<file path="src/rtl/nor_seq_eval.sv">
module nor_seq_eval #(
  parameter int AW = 6
) (
  input  logic            clk,
  input  logic            rst_n,
  input  logic            ld_iwe,
  input  logic [AW-1:0]   ld_iaddr,
  input  logic [3*AW-1:0] ld_iword,
  input  logic            ld_dwe,
  input  logic [AW-1:0]   ld_daddr,
  input  logic            ld_dbit,
  input  logic            ld_lwe,
  input  logic [AW:0]     ld_len,
  input  logic            start,
  output logic            busy,
  output logic            done,
  input  logic [AW-1:0]   rd_addr,
  output logic            rd_data
);
  localparam int DEPTH = 1 << AW;
  localparam int IW    = 3 * AW;

  logic [DEPTH-1:0] slots;
  logic [IW-1:0]    imem [DEPTH];
  logic [AW-1:0]    pc;
  logic [AW:0]      len_q;

  logic [IW-1:0] cur;
  logic [AW-1:0] src_a, src_b, dst;
  logic          nor_out, last, idle_go;

  assign cur     = imem[pc];
  assign src_a   = cur[3*AW-1:2*AW];
  assign src_b   = cur[2*AW-1:AW];
  assign dst     = cur[AW-1:0];
  assign nor_out = ~(slots[src_a] | slots[src_b]);
  assign last    = ({1'b0, pc} == len_q - 1'b1);
  assign idle_go = start && !busy;
  assign rd_data = slots[rd_addr];

  always_ff @(posedge clk)
    if (ld_iwe && !busy) imem[ld_iaddr] <= ld_iword;

  always_ff @(posedge clk) begin
    if (!rst_n) begin
      slots <= '0;
      pc    <= '0;
      len_q <= '0;
      busy  <= 1'b0;
      done  <= 1'b0;
    end else begin
      done <= 1'b0;
      if (busy) begin
        slots[dst] <= nor_out;
        if (last) begin
          busy <= 1'b0;
          done <= 1'b1;
          pc   <= '0;
        end else begin
          pc <= pc + 1'b1;
        end
      end else begin
        if (ld_dwe) slots[ld_daddr] <= ld_dbit;
        if (ld_lwe) len_q <= ld_len;
        if (idle_go) begin
          if (len_q == '0) done <= 1'b1;
          else             busy <= 1'b1;
        end
      end
    end
  end

  a_r5_done_follows_run: assert property (@(posedge clk) disable iff (!rst_n)
    done |-> $past(busy) || $past(start && len_q == '0));
  a_r5_done_single: assert property (@(posedge clk) disable iff (!rst_n)
    done |=> !done);
  a_r4_pc_steps: assert property (@(posedge clk) disable iff (!rst_n)
    busy && !last |=> busy && pc == $past(pc) + 1'b1);
  a_r9_pc_home_idle: assert property (@(posedge clk) disable iff (!rst_n)
    !busy |-> pc == '0);
  a_r7_len_frozen: assert property (@(posedge clk) disable iff (!rst_n)
    busy |=> $stable(len_q));
  a_r5_no_overlap: assert property (@(posedge clk) disable iff (!rst_n)
    !(busy && done));
endmodule

</file>
<file path="config.mk">
export PLATFORM = sky130hd
export DESIGN_NAME = nor_seq_eval
export DESIGN_NICKNAME = d
export VERILOG_FILES = /design/src/rtl/nor_seq_eval.sv
export SDC_FILE = /design/constraint.sdc
export NUM_CORES = 1
export LEC_CHECK = 0
export ABC_CLOCK_PERIOD_IN_PS = 4300
export BUFFER_PORTS_ARGS = -buffer_cell sky130_fd_sc_hd__buf_2
export CAP_MARGIN = 0
export CORE_ASPECT_RATIO = 1.1
export CORE_MARGIN = 8
export CORE_UTILIZATION = 57
export CTS_CLUSTER_SIZE = 25
export DETAILED_ROUTE_END_ITERATION = 8
export HOLD_SLACK_MARGIN = 0.03
export MAX_ROUTING_LAYER = met4
export PLACE_DENSITY = 0.73
export SLEW_MARGIN = 20
export SYNTH_ARGS = -nofsm -noshare
export SYNTH_HDL_FRONTEND = slang
export SYNTH_SLANG_ARGS = --single-unit
</file>
<file path="constraint.sdc">
create_clock -name clk -period 4.3 [get_ports clk]
set_input_delay 0.645 -clock clk [delete_from_list [all_inputs] [get_ports clk]]
set_output_delay 0.645 -clock clk [all_outputs]
set_load 0.05 [all_outputs]
</file>
== After elaboration in Yosys (flattened, before gate mapping) ==
Memories as Yosys holds them, arrays and structs flattened. A register that Yosys moved wholly into a read port is not among the register bits.
Index checks and enable logic that the tools add are counted.

* Flip-flop bits (word level): 79
* Latch bits: 0
* Memory bits (writable): 1,152
* ROM bits: 0
* Bits of input ports: 50
* Output and inout bits: 3
* Logic and storage cells: 54
* Memories: 1

{| class="wikitable"
|+ Memory list
! name !! words !! bits a word !! rd ports !! clocked after Yosys merged registers in !! wr ports !! line !! source
|-
| imem || 64 || 18 || 1 || 1 || 1 || 24 || <nowiki>logic [IW-1:0] imem [DEPTH];</nowiki>
|}

* Add/subtract/negate cells: 2
* $mul: 0
* Div/mod/pow operators: 0
* Order comparisons: 7
* Equal/unequal tests: 1
* Shift operators: 0
* Mux-type cells: 27
* Bitwise gates (word level): 3
* Reduce and logical (&&, ||, !) cells: 8

{| class="wikitable"
|+ Operator list
! operator !! number
|-
| 64-bit bitwise mux || 2
|-
| 64-bit two-way mux || 2
|-
| 6-bit by 7-bit < comparator with 1-bit output (second input constant) || 5
|-
| 1-bit binary-select mux with 6-bit select || 3
|-
| 6-bit two-way mux || 3
|-
| 1-bit two-way mux || 15
|-
| 1-bit demux with 6-bit select || 2
|-
| 6-bit by 1-bit >= comparator with 1-bit output (second input constant) || 2
|-
| 6-bit by 7-bit equality test with 1-bit output || 1
|-
| 7-bit logical NOT || 1
|-
| 7-bit by 1-bit subtractor with 7-bit output (second input constant) || 1
|-
| 6-bit by 1-bit adder with 6-bit output (second input constant) || 1
|-
| 1-bit logical AND || 4
|-
| 1-bit inverter || 2
|-
| 2-bit AND reduction || 1
|-
| 2-bit nonzero test || 1
|-
| 1-bit logical NOT || 1
|-
| 1-bit OR || 1
|}

== Longest topological paths before layout ==
Gate-level depths: netlist (run 1).

* Depth after elaboration: 7
* Mapped depth: 21
* Mapped depth without buffers: 12

== Least setup slack after synthesis (run 1) ==
No wires, ideal clock.

* Path kind: flip-flop to flip-flop
* Start point: reg with a tool-made name
* End point: reg slots[0]
* Setup time: 0.122 ns
* Arrival time: 3.905 ns
* Data required time: 4.178 ns
* Slack: 0.274 ns
* Stages on the path, launching flop included: 14
* Buffers on the path: 8
* Period minus slack after synthesis: 4.026 ns
* Path through: dfxtp_1 buf_4 buf_2 buf_4 buf_4 buf_4 clkbuf_1 mux4_2 mux4_1 mux4_2 or3_1 buf_2 buf_6 o311a_1

{| class="wikitable"
|+ RTL lines
! what !! line !! source
|-
| end signal: indexed assignment || 54 || <nowiki>slots[dst] <= nor_out;</nowiki>
|-
| end signal: indexed assignment || 63 || <nowiki>if (ld_dwe) slots[ld_daddr] <= ld_dbit;</nowiki>
|-
| end: declaration || 23 || <nowiki>logic [DEPTH-1:0] slots;</nowiki>
|}

==> results of run 1 <==
## critical path: stages, from the launching register on
cell,delay [ps]
dfxtp_4,470
buf_16,250
buf_4,240
nor2_1,120
buf_4,220
a22o_1,240
a221oi_1,260
buf_4,200
o22ai_1,150
a211oi_2,290
buf_4,210
and2_1,160
o21ai_0,110
a31oi_1,310
and4bb_4,320
buf_12,170
o311a_1,370
## state kept, by name (all words and copies together) (netlist names), named ones only
register / flops
done: 1
pc: 6
slots: 64
imem: 1152
len_q: 7
busy: 1
## logic make-up after synthesis
kind of cell	after synthesis	synth area share
flip-flops	1237	0.707
multiplexers	539	0.183
AND/OR/NAND/NOR	441	0.0411
AO/OA/AOI/OAI	300	0.0439
buffers and inverters	180	0.0229
XOR/XNOR	11	0.00188
adder cells (fa/ha/maj)	2	0.000487
## how the worst min path moves through the flow
stage / end / depth (start not counted) / slack, ps / startpoint
after floorplan: len_q[6]$_SDFFE_PN0P_ / 2 / 510 / len_q[6]$_SDFFE_PN0P_
after global placement: len_q[6]$_SDFFE_PN0P_ / 2 / 540 / len_q[6]$_SDFFE_PN0P_
after detailed placement: len_q[6]$_SDFFE_PN0P_ / 2 / 550 / len_q[6]$_SDFFE_PN0P_
after CTS: len_q[6]$_SDFFE_PN0P_ / 3 / 180 / ld_len[6]
after global routing: len_q[0]$_SDFFE_PN0P_ / 3 / 230 / ld_len[0]
final: len_q[6]$_SDFFE_PN0P_ / 3 / 210 / ld_len[6]
## final cells by class
cell class / instances / area [um^2] / area share
clock inverter: 85 / 976 / 0.0166
sequential: 1237 / 36300 / 0.618
antenna: 12 / 30.0 / 0.000511
multi-input combinational: 1293 / 14200 / 0.241
tap: 1170 / 1460 / 0.0249
timing repair buffer: 309 / 2770 / 0.0471
clock buffer: 131 / 2960 / 0.0504
inverter: 17 / 67.6 / 0.00115
## power by group
| group | internal, mW | switching, mW | total [mW] |
|---|---|---|---|
| combinational | 0.821 | 1.09 | 1.91 |
| sequential | 13.2 | 0.0349 | 13.2 |
| clock | 6.09 | 4.44 | 10.5 |
## through the flow
stage	power, mW	worst slack, ps	cells	hold WS, ps	util
finish	25.7	20.1	4254	210	0.657
global placement	15.2	-55.7	4000	545	0.607
floorplan	14.6	274	2710	506	-
global route	26.3	-37.8	4253	226	0.657
CTS	25.7	35.4	4219	183	0.652
detailed placement	15.3	-112	4000	554	0.607
## repair_timing
item	in CTS	in global routing
setup buffers	2	20
setup endpoints to repair	62	64
resized for setup	7	32
pin swaps	1	3
cloned	1	2
## cell usage in the layout (no fill, tap or decap), drive strengths merged, types with 9 or more instances in the layout
master	Yosys	layout
a21oi	16	16
a221oi	15	15
a22o	11	11
a22oi	37	37
and2	14	14
and3	11	11
buf	105	306
bufinv	0	19
clkbuf	57	133
clkinv	2	55
dfxtp	85	85
diode	0	12
edfxtp	1152	1152
inv	15	20
mux2	27	27
mux2i	208	208
mux4	304	304
nand2	115	115
nand2b	10	10
nand3	33	33
nand3b	9	9
nand4	13	13
nor2	151	151
nor2b	28	28
nor3	17	17
o21ai	90	90
o22ai	18	18
o311a	63	63
## metal layers
metal,track usage,vias up,wire (um)
li1,-,11800,-
met1,0.349,14800,50100
met2,0.452,1675,67600
met3,0.0602,318,14700
met4,0.124,0,6270
met5,-,-,0
==> results by group, run 1 <==
Timing
  – Slew Limit Fails: 0
  – Hold Vio Cnt, Final: 0
  – Final setup fails: 0
  – Final Skew: 26.8 ps
  – Pin slew with the least headroom to its limit: 1180 ps
  – Fin crit period: 4280 ps
  – Setup TNS: 0 ps
  – Max_slew headroom: 0.211
  – Max frequency: 0.234 GHz
  – Period Utilization, post-route: 0.995

Floorplanning
  – Chip Height: 331 um
  – Die X: 302 um
  – Core Area: 89400 um^2
  – Rows: 115
  – Die ar.: 99900 um^2
  – Starting Density: 0.575
  – Top Ports: 53

Logic synthesis
  – Largest cells by area after synthesis: edfxtp_1, mux4_2, mux2i_1
  – Synth Area per Inst: 18.9 um^2
  – Post-synthesis instance area: 51300 um^2
  – Post-synth top flop: edfxtp_1
  – Post-synthesis cell type count: 85
  – Synthesis Warnings: 0
  – Post-synth EDFFs: 1152
  – Most common cell in the synthesized netlist: edfxtp_1
  – Top cells by count, synth: edfxtp_1, mux4_2, mux2i_1
  – #FFs+latches synth: 1237
  – Fraction of registers with async set/reset: 0
  – Synth top area share: 0.674
  – Mapped Cells: 2710
  – Seq/Total Area, Yosys: 0.707
  – Synthesized Nets: 2762
  – Yosys top cell by area: edfxtp_1

Detailed routing
  – Initial DRC Count: 3497
  – Total number of vias: 28600
  – Total Wirelength: 139000 um
  – Drt first pass iters: 8
  – Vias/cell: 6.72
  – Routed Antenna Nets: 0
  – Average wire per standard cell: 32.6 um
  – Post-route DRC: 0

Global routing
  – First-pass GRT wire length: 197000 um
  – Initial antenna violation count: 12
  – Via count of the first global-routing pass: 28400
  – Largest net degree at the start of global routing: 65
  – Total grt overflow: 0
  – GRT Util Overall: 0.282

Run status
  – Status: finished clean

Clocking
  – Skew-Pair Late Insertion Delay: 700 ps
  – Max H-tree Level: 3
  – Post-CTS Hold Fix Bufs: 0
  – Clk pin slew, worst setup/hold paths: 70 ps
  – CTS max path bufs: 3
  – TritonCTS Buffers: 115
  – Clk root buf: clkbuf_16
  – # clock sinks: 1237
  – CTS tree: yes

Finish
  – Fillers: 5687
  – Share of cells above drive strength 1: 0.292
  – Nets: 3025
  – Layout area overhead: 14.4%
  – Final instance area: 58800 um^2

Pwr
  – Pwr/cell area: 437 nW/um^2
  – P_leak: 18.7 nW
  – Worst VDD drop: 0.318 mV

Hold path
  – Worst min-delay path class: in2reg

Setup path
  – Setup slack, reg-to-reg: 20 ps
  – CP Data Arrival Time: 4860 ps
  – Crit path max fanout: 33
  – CP startpoint kind: flip-flop
  – R2R cell count: 16
  – WS Path Type: reg2reg
  – Crit path capture: slots[8]$_SDFFE_PN0P_
  – R2r endpoint: slots[8]$_SDFFE_PN0P_
  – Critical Path Sink Type: flip-flop
  – CP required: 4880 ps

Place
  – GP Congestion: 0.939
  – Post-place instance area: 54300 um^2
  – Port bufs: 52
  – HPWL Detailed: 85100 um

Flow run
  – Max_cap viols: 0
Power figures use the tool's default switching activity.
==> run 2: changes to the inputs <==
--- a/config.mk
+++ b/config.mk
@@ -5,17 +5,17 @@
 export SDC_FILE = /design/constraint.sdc
 export NUM_CORES = 1
 export LEC_CHECK = 0
-export ABC_CLOCK_PERIOD_IN_PS = 4300
+export ABC_CLOCK_PERIOD_IN_PS = 4700
 export BUFFER_PORTS_ARGS = -buffer_cell sky130_fd_sc_hd__buf_2
 export CAP_MARGIN = 0
 export CORE_ASPECT_RATIO = 1.1
 export CORE_MARGIN = 8
-export CORE_UTILIZATION = 57
+export CORE_UTILIZATION = 63
 export CTS_CLUSTER_SIZE = 25
 export DETAILED_ROUTE_END_ITERATION = 8
 export HOLD_SLACK_MARGIN = 0.03
 export MAX_ROUTING_LAYER = met4
-export PLACE_DENSITY = 0.73
+export PLACE_DENSITY = 0.76
 export SLEW_MARGIN = 20
 export SYNTH_ARGS = -nofsm -noshare
 export SYNTH_HDL_FRONTEND = slang
==> constraint.sdc (replaced) <==
create_clock -name clk -period 4.7 [get_ports clk]
set_input_delay 0.705 -clock clk [delete_from_list [all_inputs] [get_ports clk]]
set_output_delay 0.705 -clock clk [all_outputs]
set_load 0.05 [all_outputs]
==> run 2 against run 1 <==
Compared with the run above: the run now ends with antenna rules left; routed wire length increased by 2.0%; register-to-register slack better by 60 ps; core utilization is 5.4 points higher; first-iteration DRC count increased by 5.2%; combinational power down 12%; worst setup slack gained 60 ps; design area is 1.5% lower; die area shrank 9.1%; via count up 1.2%; sequential power fell by 8%; total power shrank 9.3%; clock power decreased by 9%; critical path type unchanged; largest cell class unchanged; largest power group unchanged; highest routed layer unchanged.
==> results by group, run 2 (synthesized netlist as in run 1, its figures left out) <==
Run status
  – Status: finished, violations left
  – Violated checks: antenna rules

Detailed routing
  – Post-route DRC: 0
  – Routed Antenna Nets: 1
  – Total Wirelength: 141000 um
  – Initial DRC Count: 3680
  – Vias/cell: 7.05
  – Total number of vias: 28900
  – Average wire per standard cell: 34.4 um
  – Drt first pass iters: 6

Global routing
  – Global-route layer with the greatest usage: met2
  – M3 GR Usage: 0.0720
  – Total grt overflow: 0
  – Met2 usage: 0.509
  – GRT Util Overall: 0.322
  – Via count of the first global-routing pass: 28900
  – Initial antenna violation count: 17
  – Met1 Usage GRT: 0.408
  – First-pass GRT wire length: 203000 um
  – Largest net degree at the start of global routing: 65

Finish
  – Fillers: 4727
  – Flip-flop count of the largest register after layout: 1152
  – Nets: 2981
  – Largest Register: imem
  – Layout area overhead: 12.7%
  – Multi-input gate area: 14100 um^2
  – Share of cells above drive strength 1: 0.271
  – Most frequent cells in the layout: edfxtp_1, mux4_2, mux2i_1, buf_4, clkbuf_16
  – Layout Cells excl Fill: 4101
  – Largest regs: imem (1152), slots (64), len_q (7)
  – Commonest non-fill, non-tap cell in the layout: edfxtp_1
  – Register area: 36300 um^2

Setup path
  – CP Cell Sequence: buf_12 > buf_4 > mux4_2 > a221oi_1 > buf_4 > o22ai_1 > a211oi_2 > buf_4 > nor3b_1 > o2111a_1 > nor3b_1 > and4bb_2 > buf_12 > o311a_1
  – R2R cell count: 14
  – CP peak stage delay: 540 ps
  – CP required: 5280 ps
  – CP Data Arrival Time: 5200 ps
  – Crit path max fanout: 42
  – R2r endpoint: slots[20]$_SDFFE_PN0P_
  – CP startpoint kind: flip-flop
  – Setup slack, reg-to-reg: 80 ps
  – Critical path's most frequent cell: buf_4
  – Crit-path slowest cell: dfxtp_4
  – WS Path Type: reg2reg
  – Critical Path Sink Type: flip-flop

Place
  – GP Congestion: 0.962
  – Placed cell count: 3869
  – Dpl ws: -107 ps
  – HPWL Detailed: 86900 um
  – Port bufs: 52

Timing
  – RSZ-0062 raised after global routing: false
  – Setup slack after layout: 80.3 ps
  – Hold Vio Cnt, Final: 0
  – Final setup fails: 0
  – Pin slew with the least headroom to its limit: 1120 ps
  – Slew Limit Fails: 0
  – Max_slew headroom: 0.249
  – Period Utilization, post-route: 0.983
  – Final Skew: 23.9 ps
  – Fin crit period: 4620 ps
  – Max frequency: 0.216 GHz
  – Worst hold slack: 270 ps

Clocking
  – Max H-tree Level: 3
  – Skew-Pair Late Insertion Delay: 700 ps
  – CTS tree: yes
  – TritonCTS Buffers: 117
  – # clock sinks: 1237
  – CTS max path bufs: 3
  – Clk pin slew, worst setup/hold paths: 60 ps
  – Clk root buf: clkbuf_16

Hold path
  – Worst Hold Launch: ld_len[1]
  – Hold Path End: len_q[1]$_SDFFE_PN0P_
  – Worst min-delay path class: in2reg
  – Hold Path Depth: 3

Floorplanning
  – Chip Height: 315 um
  – Rows: 110
  – Starting Density: 0.631
  – Core Area: 81300 um^2
  – Top Ports: 53
  – Die X: 288 um
  – Die ar.: 90900 um^2

Pwr
  – P_leak: 18.3 nW
  – Worst VDD drop: 0.323 mV
  – Pwr/cell area: 403 nW/um^2

Flow run
  – Max_cap viols: 0
[run 2: cell count changes in the layout (fill, tap and decap cells not counted), moves of 3 or more]
cell and change:
buf_4 -26, clkbuf_1 +13, buf_12 -7, buf_6 -6, clkinv_1 -5, clkinv_2 -5
bufinv_16 -4, diode_2 +4, buf_16 -3, clkbuf_16 +3, inv_6 -3
[run 2: worst max-delay path by stage]
stage          slack [ps]                endpoint      start  depth (start not counted)
4_1_cts                90  slots[22]$_SDFFE_PN0P_  flip-flop                         14
3_5_place_dp         -110  slots[22]$_SDFFE_PN0P_  flip-flop                         16
6_report               80  slots[20]$_SDFFE_PN0P_  flip-flop                         14
3_3_place_gp          -60  slots[22]$_SDFFE_PN0P_  flip-flop                         16
2_1_floorplan         670   slots[0]$_SDFFE_PN0P_  flip-flop                         13
5_1_grt                20  slots[14]$_SDFFE_PN0P_  flip-flop                         14
[run 2: stage by stage]
stage          power (mW)   util  setup TNS, ps  instance area (um^2)
6_report             23.3  0.711              0                 57900
5_1_grt              23.9  0.711              0                 57800
4_1_cts              23.3  0.709              0                 57700
3_5_place_dp         14.0  0.662          -5070                 53800
3_3_place_gp         13.9  0.662          -3160                 53800
2_1_floorplan        13.4      -              0                 51300
[run 2: worst max-delay path: cells and delay by family (launching register included)]
kind,cells,cell delay (ps)
buffers and inverters,5,1280
flip-flops,1,540
AO/OA/AOI/OAI,5,1370
AND/OR/NAND/NOR,3,830
multiplexers,1,400
[run 2: repair_timing]
action	4_1_cts	5_1_grt
gates cloned	0	0
hold buffers	0	0
gates resized for setup	1	5
endpoints found under the setup margin	62	62
buffers inserted	1	4
[run 2: area by class of cell]
| cell class | count | area share |
|---|---|---|
| Sequential cell | 1237 | 0.628 |
| Multi-Input combinational cell | 1293 | 0.243 |
| Clock buffer | 149 | 0.0541 |
| Timing Repair Buffer | 263 | 0.0379 |
| Tap cell | 1064 | 0.0230 |
| Clock inverter | 62 | 0.0125 |
| Inverter | 17 | 0.00110 |
| Antenna cell | 16 | 0.000692 |
[run 2: report_power, final]
part | switching (mW) | leakage (nW) | total, mW | internal (mW)
clock network | 3.99 | 1.88 | 9.51 | 5.52
logic | 0.989 | 5.39 | 1.68 | 0.687
registers | 0.0349 | 11.1 | 12.1 | 12.1
total | 5.01 | 18.3 | 23.3 | 18.3
[run 2: layer usage]
layer | vias to the layer above | wire length [um] | part of all wire
li1 | 11700 | - | -
met1 | 14800 | 49800 | 0.35
met2 | 2020 | 68700 | 0.49
met3 | 396 | 15900 | 0.11
met4 | 0 | 6900 | 0.049
met5 | - | 0 | 0
